--- src/rtl/vnic_pkg.sv ---
package vnic_pkg;
  localparam int ADDR_W = 7;

  localparam logic [ADDR_W-1:0] A_MODE_BASE = 7'h00;
  localparam logic [ADDR_W-1:0] A_VEC_BASE  = 7'h20;
  localparam logic [ADDR_W-1:0] A_IVR       = 7'h40;
  localparam logic [ADDR_W-1:0] A_FVR       = 7'h41;
  localparam logic [ADDR_W-1:0] A_STAT      = 7'h42;
  localparam logic [ADDR_W-1:0] A_PEND      = 7'h43;
  localparam logic [ADDR_W-1:0] A_MASK      = 7'h44;
  localparam logic [ADDR_W-1:0] A_EN        = 7'h45;
  localparam logic [ADDR_W-1:0] A_DIS       = 7'h46;
  localparam logic [ADDR_W-1:0] A_FSET      = 7'h47;
  localparam logic [ADDR_W-1:0] A_FCLR      = 7'h48;
  localparam logic [ADDR_W-1:0] A_EOI       = 7'h49;
  localparam logic [ADDR_W-1:0] A_SPUR      = 7'h4A;
  localparam logic [ADDR_W-1:0] A_FLAG      = 7'h4B;

  // mode register layout
  localparam int MODE_W   = 5;
  localparam int M_EDGE   = 3;
  localparam int M_LOW    = 4;
endpackage

--- src/rtl/vnic_src_cond.sv ---
module vnic_src_cond #(
  parameter bit IS_EXT = 1'b0
) (
  input  logic clk,
  input  logic rst,
  input  logic raw_in,
  input  logic edge_mode,
  input  logic low_pol,
  input  logic ack,
  input  logic fset,
  input  logic fclr,
  output logic pend
);
  logic s1_q, s2_q, prev_q, edge_q, frc_q;
  logic lvl, rise, fall, det;
  logic pol;

  assign pol  = low_pol & IS_EXT;
  assign lvl  = s2_q ^ pol;
  assign rise = s2_q & ~prev_q;
  assign fall = ~s2_q & prev_q;
  assign det  = pol ? fall : rise;

  always_ff @(posedge clk) begin
    if (rst) begin
      s1_q   <= 1'b0;
      s2_q   <= 1'b0;
      prev_q <= 1'b0;
      edge_q <= 1'b0;
      frc_q  <= 1'b0;
    end else begin
      s1_q   <= raw_in;
      s2_q   <= s1_q;
      prev_q <= s2_q;
      if (!edge_mode)
        edge_q <= 1'b0;
      else if (det)
        edge_q <= 1'b1;
      else if (ack)
        edge_q <= 1'b0;
      if (fset)
        frc_q <= 1'b1;
      else if (fclr || ack)
        frc_q <= 1'b0;
    end
  end

  assign pend = (edge_mode ? edge_q : lvl) | frc_q;


  edge_hold_chk: assert property (@(posedge clk) disable iff (rst)
    (edge_mode && $past(edge_mode) && $past(edge_q) && !$past(ack)) |-> edge_q);
endmodule

--- src/rtl/vnic_prio_enc.sv ---
module vnic_prio_enc #(
  parameter int NSRC = 32,
  parameter int PW   = 3,
  localparam int IDXW = $clog2(NSRC)
) (
  input  logic                 clk,
  input  logic                 rst,
  input  logic [NSRC-1:0]      active,
  input  logic [NSRC*PW-1:0]   prio_flat,
  output logic                 win_valid,
  output logic [IDXW-1:0]      win_idx,
  output logic [PW-1:0]        win_prio
);
  always_comb begin
    win_valid = 1'b0;
    win_idx   = '0;
    win_prio  = '0;
    for (int i = 0; i < NSRC; i++) begin
      if (active[i] && (!win_valid || prio_flat[i*PW +: PW] > win_prio)) begin
        win_valid = 1'b1;
        win_idx   = IDXW'(i);
        win_prio  = prio_flat[i*PW +: PW];
      end
    end
  end


  win_active_chk: assert property (@(posedge clk) disable iff (rst)
    win_valid |-> active[win_idx]);

  win_none_chk: assert property (@(posedge clk) disable iff (rst)
    (active == '0) |-> !win_valid);
endmodule

--- src/rtl/vnic_stack.sv ---
module vnic_stack #(
  parameter int DEPTH = 8,
  parameter int EW    = 8,
  localparam int PTRW = $clog2(DEPTH),
  localparam int CW   = $clog2(DEPTH + 1)
) (
  input  logic          clk,
  input  logic          rst,
  input  logic          push,
  input  logic          pop,
  input  logic [EW-1:0] din,
  output logic [EW-1:0] top,
  output logic [CW-1:0] depth,
  output logic          empty,
  output logic          full
);
  logic [EW-1:0] mem [DEPTH];
  logic [CW-1:0] cnt_q;
  logic [PTRW-1:0] top_ix, wr_ix;

  assign empty  = (cnt_q == '0);
  assign full   = (cnt_q == CW'(DEPTH));
  assign top_ix = PTRW'(cnt_q - 1'b1);
  assign wr_ix  = PTRW'(cnt_q);
  assign top    = mem[top_ix];
  assign depth  = cnt_q;

  always_ff @(posedge clk) begin
    if (push && !full)
      mem[wr_ix] <= din;
  end

  always_ff @(posedge clk) begin
    if (rst)
      cnt_q <= '0;
    else if (push && !full)
      cnt_q <= cnt_q + 1'b1;
    else if (pop && !empty)
      cnt_q <= cnt_q - 1'b1;
  end


  pop_empty_chk: assert property (@(posedge clk) disable iff (rst)
    (pop && !push && empty) |=> (cnt_q == '0));

  depth_bound_chk: assert property (@(posedge clk) disable iff (rst)
    cnt_q <= CW'(DEPTH));
endmodule

--- src/rtl/vnic_top.sv ---
module vnic_top
  import vnic_pkg::*;
#(
  parameter int NSRC      = 32,
  parameter int PW        = 3,
  parameter int DW        = 32,
  parameter int STK_DEPTH = 8,
  parameter logic [NSRC-1:0] EXT_MASK = 32'hFF00_0001
) (
  input  logic              clk,
  input  logic              rst,
  input  logic [NSRC-1:0]   src_in,
  input  logic              bus_sel,
  input  logic              bus_wr,
  input  logic [ADDR_W-1:0] bus_addr,
  input  logic [DW-1:0]     bus_wdata,
  output logic [DW-1:0]     bus_rdata,
  output logic              irq_n,
  output logic              fiq_n
);
  localparam int IDXW = $clog2(NSRC);
  localparam int EW   = PW + IDXW;
  localparam int SCW  = $clog2(STK_DEPTH + 1);

  // bus decode
  logic rd_req, wr_req;
  logic ivr_rd, fvr_rd, eoi_wr, en_wr, dis_wr, fset_wr, fclr_wr, spur_wr;
  logic mode_hit, vec_hit;
  logic [IDXW-1:0] rel_idx;

  assign rd_req   = bus_sel & ~bus_wr;
  assign wr_req   = bus_sel & bus_wr;
  assign ivr_rd   = rd_req && (bus_addr == A_IVR);
  assign fvr_rd   = rd_req && (bus_addr == A_FVR);
  assign eoi_wr   = wr_req && (bus_addr == A_EOI);
  assign en_wr    = wr_req && (bus_addr == A_EN);
  assign dis_wr   = wr_req && (bus_addr == A_DIS);
  assign fset_wr  = wr_req && (bus_addr == A_FSET);
  assign fclr_wr  = wr_req && (bus_addr == A_FCLR);
  assign spur_wr  = wr_req && (bus_addr == A_SPUR);
  assign mode_hit = (bus_addr >= A_MODE_BASE) && (bus_addr < A_MODE_BASE + ADDR_W'(NSRC));
  assign vec_hit  = (bus_addr >= A_VEC_BASE) && (bus_addr < A_VEC_BASE + ADDR_W'(NSRC));
  assign rel_idx  = IDXW'(bus_addr);

  // configuration state
  logic [MODE_W-1:0] mode_q [NSRC];
  logic [NSRC-1:0]   mask_q;
  logic [DW-1:0]     spur_q;
  logic              spur_flag_q;

  always_ff @(posedge clk) begin
    if (rst) begin
      for (int i = 0; i < NSRC; i++) mode_q[i] <= '0;
    end else if (wr_req && mode_hit) begin
      mode_q[rel_idx] <= {bus_wdata[M_LOW] & EXT_MASK[rel_idx], bus_wdata[M_EDGE:0]};
    end
  end

  always_ff @(posedge clk) begin
    if (rst)
      mask_q <= '0;
    else if (en_wr)
      mask_q <= mask_q | bus_wdata[NSRC-1:0];
    else if (dis_wr)
      mask_q <= mask_q & ~bus_wdata[NSRC-1:0];
  end

  always_ff @(posedge clk) begin
    if (rst)
      spur_q <= '0;
    else if (spur_wr)
      spur_q <= bus_wdata;
  end

  // per-source conditioning
  logic [NSRC-1:0]    pend, ack, active, enc_act;
  logic [NSRC*PW-1:0] prio_flat;

  for (genvar g = 0; g < NSRC; g++) begin : g_src
    vnic_src_cond #(.IS_EXT(EXT_MASK[g])) u_cond (
      .clk      (clk),
      .rst      (rst),
      .raw_in   (src_in[g]),
      .edge_mode(mode_q[g][M_EDGE]),
      .low_pol  (mode_q[g][M_LOW]),
      .ack      (ack[g]),
      .fset     (fset_wr & bus_wdata[g]),
      .fclr     (fclr_wr & bus_wdata[g]),
      .pend     (pend[g])
    );
    assign prio_flat[g*PW +: PW] = mode_q[g][PW-1:0];
  end

  assign active  = pend & mask_q;
  assign enc_act = {active[NSRC-1:1], 1'b0};

  // arbitration
  logic            win_valid;
  logic [IDXW-1:0] win_idx;
  logic [PW-1:0]   win_prio;

  vnic_prio_enc #(.NSRC(NSRC), .PW(PW)) u_enc (
    .clk      (clk),
    .rst      (rst),
    .active   (enc_act),
    .prio_flat(prio_flat),
    .win_valid(win_valid),
    .win_idx  (win_idx),
    .win_prio (win_prio)
  );

  // level stack
  logic [EW-1:0]  stk_top;
  logic [SCW-1:0] stk_depth;
  logic           stk_empty, stk_full;
  logic           grant, push, pop;
  logic [PW-1:0]  top_prio;
  logic [IDXW-1:0] top_src;

  assign top_prio = stk_top[EW-1 -: PW];
  assign top_src  = stk_top[IDXW-1:0];
  assign grant    = win_valid && (stk_empty || (win_prio > top_prio));
  assign push     = ivr_rd && grant;
  assign pop      = eoi_wr && !spur_flag_q;

  vnic_stack #(.DEPTH(STK_DEPTH), .EW(EW)) u_stk (
    .clk  (clk),
    .rst  (rst),
    .push (push),
    .pop  (pop),
    .din  ({win_prio, win_idx}),
    .top  (stk_top),
    .depth(stk_depth),
    .empty(stk_empty),
    .full (stk_full)
  );

  always_comb begin
    ack = '0;
    if (push)   ack[win_idx] = 1'b1;
    if (fvr_rd) ack[0] = 1'b1;
  end

  always_ff @(posedge clk) begin
    if (rst)
      spur_flag_q <= 1'b0;
    else if (ivr_rd)
      spur_flag_q <= !grant;
    else if (eoi_wr)
      spur_flag_q <= 1'b0;
  end

  // registered request lines
  always_ff @(posedge clk) begin
    if (rst) begin
      irq_n <= 1'b1;
      fiq_n <= 1'b1;
    end else begin
      irq_n <= ~grant;
      fiq_n <= ~active[0];
    end
  end

  // vector memory, synchronous read port
  logic [DW-1:0]   vec_mem [NSRC];
  logic [DW-1:0]   vec_rd_q;
  logic [IDXW-1:0] vec_rd_idx;

  always_ff @(posedge clk) begin
    if (wr_req && vec_hit)
      vec_mem[rel_idx] <= bus_wdata;
  end

  always_comb begin
    if (ivr_rd)      vec_rd_idx = win_idx;
    else if (fvr_rd) vec_rd_idx = '0;
    else             vec_rd_idx = rel_idx;
  end

  always_ff @(posedge clk) begin
    vec_rd_q <= vec_mem[vec_rd_idx];
  end

  // read data path
  logic          use_vec_q;
  logic [DW-1:0] other_q, other_d;

  always_comb begin
    other_d = '0;
    if (mode_hit)
      other_d = DW'(mode_q[rel_idx]);
    else begin
      case (bus_addr)
        A_IVR:   other_d = spur_q;
        A_STAT:  other_d = stk_empty ? '0 : DW'(top_src);
        A_PEND:  other_d = DW'(pend);
        A_MASK:  other_d = DW'(mask_q);
        A_SPUR:  other_d = spur_q;
        A_FLAG:  other_d = DW'({~fiq_n, ~irq_n, spur_flag_q});
        default: other_d = '0;
      endcase
    end
  end

  always_ff @(posedge clk) begin
    if (rst) begin
      use_vec_q <= 1'b0;
      other_q   <= '0;
    end else if (rd_req) begin
      use_vec_q <= (vec_hit || fvr_rd || push);
      other_q   <= other_d;
    end
  end

  assign bus_rdata = use_vec_q ? vec_rd_q : other_q;


  en_set_chk: assert property (@(posedge clk) disable iff (rst)
    en_wr |=> ((mask_q & $past(bus_wdata[NSRC-1:0])) == $past(bus_wdata[NSRC-1:0])));

  dis_clr_chk: assert property (@(posedge clk) disable iff (rst)
    dis_wr |=> ((mask_q & $past(bus_wdata[NSRC-1:0])) == '0));

  spur_nopush_chk: assert property (@(posedge clk) disable iff (rst)
    (ivr_rd && !grant) |=> (stk_depth == $past(stk_depth)));

  nest_push_chk: assert property (@(posedge clk) disable iff (rst)
    (ivr_rd && grant && !stk_full) |=> (stk_depth == SCW'($past(stk_depth) + 1'b1)));

  fiq_mask_chk: assert property (@(posedge clk) disable iff (rst)
    !fiq_n |-> $past(mask_q[0]));

  spur_eoi_chk: assert property (@(posedge clk) disable iff (rst)
    (eoi_wr && spur_flag_q) |=> (stk_depth == $past(stk_depth)));
endmodule

--- config.mk ---
export PLATFORM = sky130hd
export DESIGN_NAME = vnic_top
export DESIGN_NICKNAME = d
export VERILOG_FILES = /design/src/rtl/vnic_pkg.sv /design/src/rtl/vnic_src_cond.sv /design/src/rtl/vnic_prio_enc.sv /design/src/rtl/vnic_stack.sv /design/src/rtl/vnic_top.sv
export SDC_FILE = /design/constraint.sdc
export NUM_CORES = 2
export LEC_CHECK = 0
export BUFFER_PORTS_ARGS = -buffer_cell sky130_fd_sc_hd__buf_2
export CAP_MARGIN = 20
export CORE_ASPECT_RATIO = 0.5
export CORE_MARGIN = 5
export CORE_UTILIZATION = 40
export CTS_CLUSTER_DIAMETER = 200
export CTS_CLUSTER_SIZE = 16
export DETAILED_ROUTE_END_ITERATION = 6
export GPL_ROUTABILITY_DRIVEN = 0
export HOLD_SLACK_MARGIN = 0.06
export PLACE_DENSITY = 0.59
export SLEW_MARGIN = 40
export SYNTH_ARGS = -nofsm -noshare
export SYNTH_HDL_FRONTEND = slang
export SYNTH_SLANG_ARGS = --single-unit
--- constraint.sdc ---
create_clock -name clk -period 50.6 [get_ports clk]
set_clock_uncertainty 0.2 [all_clocks]
set_input_delay 2.53 -clock clk [delete_from_list [all_inputs] [get_ports clk]]
set_output_delay 2.53 -clock clk [all_outputs]
set_load 0.005 [all_outputs]
Word level (Yosys, flattened, before mapping)

Memories as Yosys holds them, arrays and structs flattened. A register that Yosys moved wholly into a read port is not among the register bits.
Index checks and enable logic that the tools add are counted.
W data, S select, Z words.

Reduce and logical (&&, ||, !) cells: 249
Equality and inequality tests: 13
$add $sub $neg: 2
Multiplexer cells: 291
Bitwise logic cells: 231
Magnitude comparators: 38

Operators by type and width:

| kind                 | count |
|---|---|
| $mux W1              | 216 |
| $mux W32             | 5 |
| $pmux W32 S5         | 1 |
| $reduce_bool A2 Y1   | 67 |
| $and A1 B1 Y1        | 108 |
| $mux W3              | 35 |
| $mux W5              | 21 |
| $gt A3 B3 Y1         | 31 |
| $eq A7 B7 Y1 const B | 12 |
| $not A1 Y1           | 78 |
| $reduce_or A2 Y1     | 33 |
| $logic_or A1 B1 Y1   | 65 |
| $and A32 B32 Y32     | 2 |
| $logic_and A1 B1 Y1  | 48 |
| $mux W4              | 10 |
| $logic_not A1 Y1     | 34 |
| $not A32 Y32         | 1 |
| $or A1 B1 Y1         | 32 |
| $or A32 B32 Y32      | 1 |
| $lt A5 B6 Y1 const B | 2 |
| $xor A1 B1 Y1        | 9 |
| $ge A7 B1 Y1 const B | 1 |
| $ge A7 B6 Y1 const B | 1 |
| $lt A7 B6 Y1 const B | 1 |
| 9 further kinds      | 10 |

Flip-flop bits (word level): 264
Input port bits: 75
Bits in writable memories: 1,248
Word-level logic and storage cells: 996
Memory bits (read-only): 32
Memories kept: 4
Output and inout bits: 34

Memory list:

| name             | words | bits a word | read ports | clocked after Yosys merged registers in | write ports | RTL line         | text |
|---|---|---|---|---|---|---|---|
| vec_mem          | 32    | 32          | 1          | 1                                       | 1           | vnic_top.sv:165  | `logic [DW-1:0] vec_mem [NSRC];` |
| mode_q           | 32    | 5           | 33         | 0                                       | 32          | vnic_top.sv:46   | `logic [MODE_W-1:0] mode_q [NSRC];` |
| u_stk.mem        | 8     | 8           | 1          | 0                                       | 1           | vnic_stack.sv:17 | `logic [EW-1:0] mem [DEPTH];` |
| (name not given) | 32    | 1           | 1          | 0                                       | 0           | vnic_top.sv:55   | `mode_q[rel_idx] <= {bus_wdata[M_LOW] & EXT_MASK[rel_idx], bus_wdata[M_EDGE:0]};` |

Depth between registers and ports, before layout

An unclocked memory read counts as a cell.

Depth in word-level cells: 135
Depth in mapped cells: 259
Mapped depth without buffers: 255

Hierarchy

Synthesis repeated with hierarchy kept, for this count alone.

Cell total of the unflattened synthesis: 5,377
Area total of the unflattened synthesis: 66,626.4 µm²

Modules (own cells, without submodules):

| module                                | seq. area each (µm²) | cells an instance | times used | area an instance (µm²) |
|---|---|---|---|---|
| vnic_top                              | 38,196.6             | 3,957             | 1          | 53,299.9 |
| vnic_prio_enc                         | 0.0                  | 711               | 1          | 4,654.5 |
| vnic_src_cond at g_src[10].u_cond ... | 100.1                | 17                | 23         | 175.2 |
| vnic_stack                            | 2,001.9              | 147               | 1          | 2,785.2 |
| vnic_src_cond at g_src[0].u_cond ...  | 100.1                | 19                | 9          | 206.4 |

Worst setup path after synthesis

Ideal clock, no wire load.

Kind: reg2reg
Start point: memory mode_q[1][3]
End point: memory u_stk.mem[0][0] (enable)
Path buffers: 4
Data required time: 50.017 ns
Setup slack: 6.123 ns
Library setup time: 0.383 ns
Arrival time: 43.893 ns
Clock period less this slack: 44.477 ns
Cell stages (with the launch flop): 234
Path through: edfxtp_1 -> mux2i_1 -> a21boi_1 -> nand2_1 -> ha_1 -> nand3_1 -> o21ai_0 -> o21a_1 -> o32ai_1 -> inv_1 -> ha_1 -> nor2b_1 -> o21ai_0 -> a32o_1 -> a21oi_1 -> o21ai_0 -> ha_1 -> nor2b_1 -> [198 not listed] -> inv_1 -> mux2_2 -> ha_1 -> nor2b_1 -> o21a_1 -> o21ai_0 -> a21oi_2 -> nor3_1 -> a221oi_1 -> ha_1 -> a21o_1 -> a21oi_1 -> a31oi_1 -> o22a_1 -> nand2_1 -> a31oi_1 -> nand2_1 -> nor3_1

RTL lines:

| item        | RTL line |
|---|---|
| from (decl) | vnic_top.sv:46 |
| to (decl)   | vnic_stack.sv:17 |

==> results.md <==
* Status: finished, violations left
* Violated checks: DRC
* Initial antenna violation count at 15
* Deepest clock path buffer count at 3
* Worst EP required at 51.09 ns
* DR vias at 45,700
* Crit path max fanout at 32
* DP Worst Slack at -1.56 ns
* WP data arrival at 48.65 ns
* Worst path most repeated cell: ha_1
* Share of cells above drive strength 1 at 13.2%
* Pins over their slew limit at 0
* Slew @ Worst Pin at 0.911 ns
* Clock Latency Late Sink at 0.77 ns
* Setup CP Type: reg2reg
* Hold Path Class: reg2reg
* Total iterations of the first detailed-routing run at 7
* CTS Buf Count at 106
* Initial core utilization at 40.4%
* Iter 0 DRT Violations at 6,282
* Number of flops mapped to enable cells by yosys at 1,248
* CTS tree: built
* Tmin final at 48.16 ns
* Max cap viols at 0
* Final worst-path cycle share at 95.2%
* Sequential cell area at 43,400 um^2
* FF+latch count, synth at 1,544
* Area Overhead vs Synth at 11.1%
* GR Overflow Total at 0
* Max Fclk at 20.8 MHz
* Setup Viol. Count Final at 0
* Synth Warn # at 0
* Remaining DRCs at 13
* Post-route ant nets at 0
* Hold_buf cts at 0
* Die height at 299 um
* Library cells used by synthesis at 88
* Largest net degree at the start of global routing at 201
* Top cells by area, synth: edfxtp_1 56%, dfxtp_1 8.9%, a211oi_1 5.9%
* Vias in the first global route at 43,200
* Root buffer cell: clkbuf_16
* Nets@finish at 5,280
* Slew margin rel. at 39.3%
* Minimum hold slack at 0.236 ns
* Cells after Synth at 5,097
* Crit path max-delay cell type: o311ai_2
* Input/output buffers at 108
* Row cnt at 105
* CP Capture Type: flop
* Most frequent cells in the layout: 1,248 x edfxtp_1, 525 x nor3b_1, 519 x a211oi_1
* Worst setup margin at 2.44 ns
* Worst setup SP type: flop
* Synth area leader: edfxtp_1
* Peak supply drop at 0.0293 mV
* WP buf/inv at 11
* Largest delay share family, worst path: compound AO/OA/AOI/OAI gates
* First-pass GRT wire length at 308,000 um
* Multi-input combinational cell area at 22,500 um^2
* Die W at 587 um
* Core area at 165,000 um^2
* Post-Syn Area at 66,700 um^2
* I/O Pins at 109
* Mean Syn Cell Area at 13.1 um^2
* Fin area at 74,100 um^2
* Filler cell count at 14,600
* Pwr Density at 32.1 nW/um^2
* CTS Sinks at 1,544
* Drt total wl at 216,000 um
* DR vias/cell at 6.17
* DR WL/cell at 29.2 um
* Asr flop ratio synth at 0%
* Die area at 175,000 um^2
* DPL Wire Length at 126,000 um
* Fin. Hold Viols at 0
* Crit-path max cell delay at 0.48 ns
* Leak pwr at 23.0 nW
* Synth Flop Type: edfxtp_1
* Commonest non-fill, non-tap cell in the layout: edfxtp_1
* Top cell type's share of synthesized area at 56.2%
* Sequential-to-total area share from yosys stat at 65.1%
* All-layer global routing usage at 23.7%
* Max H-tree Level at 3
* Clock transition at path regs at 0.08 ns
* Area post-placement at 70,000 um^2
## synth_stat cells, types with 40 or more instances
cell type	number
nand2_1	310
edfxtp_1	1248
and3_1	55
ha_1	73
nor2b_1	123
nor4_1	133
clkbuf_1	273
a211oi_1	526
a22oi_1	43
nand2b_1	56
and2_1	105
mux2_2	68
o21ai_0	107
inv_1	100
nor2_1	259
nand3_1	43
buf_2	47
mux4_2	66
nor3b_1	526
nor3_1	40
dfxtp_1	296
a21oi_1	189
## registers in the layout, summed over array words and instances (netlist names), 32 cells and up, named ones only
name / cells
vec_mem: 1024
mode_q: 160
u_stk.mem: 64
g_src.u_cond.edge_q: 32
g_src.u_cond.frc_q: 32
g_src.u_cond.prev_q: 32
g_src.u_cond.s1_q: 32
other_q: 32
spur_q: 32
vec_rd_q: 32
## report_power, final
| part | internal (mW) | switching (mW) | total, mW |
|---|---|---|---|
| combinational | 0.0387 | 0.0957 | 0.134 |
| sequential | 1.39 | 0.0169 | 1.40 |
| clock | 0.405 | 0.439 | 0.843 |
## worst paths after layout
kind                            cells past startpoint             endpoint                  from  slack, ns
worst min-delay path                                1  g_src[5].u_cond.lvl  g_src[5].u_cond.s1_q       0.24
worst min register to register                      1  g_src[5].u_cond.lvl  g_src[5].u_cond.s1_q       0.24
worst max register to register                    231         vec_rd_q[18]          mode_q[1][3]       2.44
worst max-delay path                              231         vec_rd_q[18]          mode_q[1][3]       2.44
## worst reg2reg max path: cells and delay by family, from the launching register on
family / cells / cell delay [ns]
flip-flops: 1 / 0.43
adder cells (fa/ha/maj): 32 / 9.36
AND/OR/NAND/NOR: 57 / 8.62
buffers and inverters: 11 / 1.38
AO/OA/AOI/OAI: 121 / 24.80
multiplexers: 10 / 3.32
## per-stage QoR
step | power (mW) | TNS, ns | instances | util [%]
CTS | 2.39 | 0 | 7379 | 44.5
global placement | 1.56 | 0 | 7175 | 42.4
global route | 2.45 | -21.98 | 7412 | 44.9
floorplan | 1.49 | 0 | 5119 | -
detailed placement | 1.56 | -128.20 | 7177 | 42.5
finish | 2.38 | 0 | 7414 | 44.9
## routing by layer
metal,vias to the layer above,wire (um),track usage [%]
li1,19700,-,-
met1,23100,92400,34.7
met2,2451,92700,34.8
met3,429,22800,5.24
met4,6,8330,8.05
met5,-,39,0
## cell families (layout without fill, tap and decap cells)
kind of cell | Yosys count | after routing | synth area share, %
AOI/OAI and AO/OA | 1104 | 1104 | 11.6
muxes | 161 | 161 | 3.79
DFF | 1544 | 1544 | 65.1
other | 1 | 25 | 0.00562
adders and majority gates | 75 | 75 | 1.40
xor gates and xnor gates | 13 | 13 | 0.171
buffers and inverters | 448 | 548 | 2.64
and+or+nand+nor | 1751 | 1751 | 15.3
## final cells by class
class,count,area share [%]
Inverter,100,0.512
Clock buffer,190,4.06
Timing Repair Buffer,253,2.65
Clock inverter,5,0.160
Sequential cell,1544,58.6
Multi-Input combinational cell,3127,30.3
Antenna cell,2,0.00676
Tap cell,2193,3.70
## timing repair
item	CTS	global route
endpoints found under the hold margin	0	0
endpoints found under the setup margin	163	229
pin swaps	4	18
buffers inserted	7	31
gates resized for setup	25	104
Note: power is estimated with default switching activity, not from simulation.
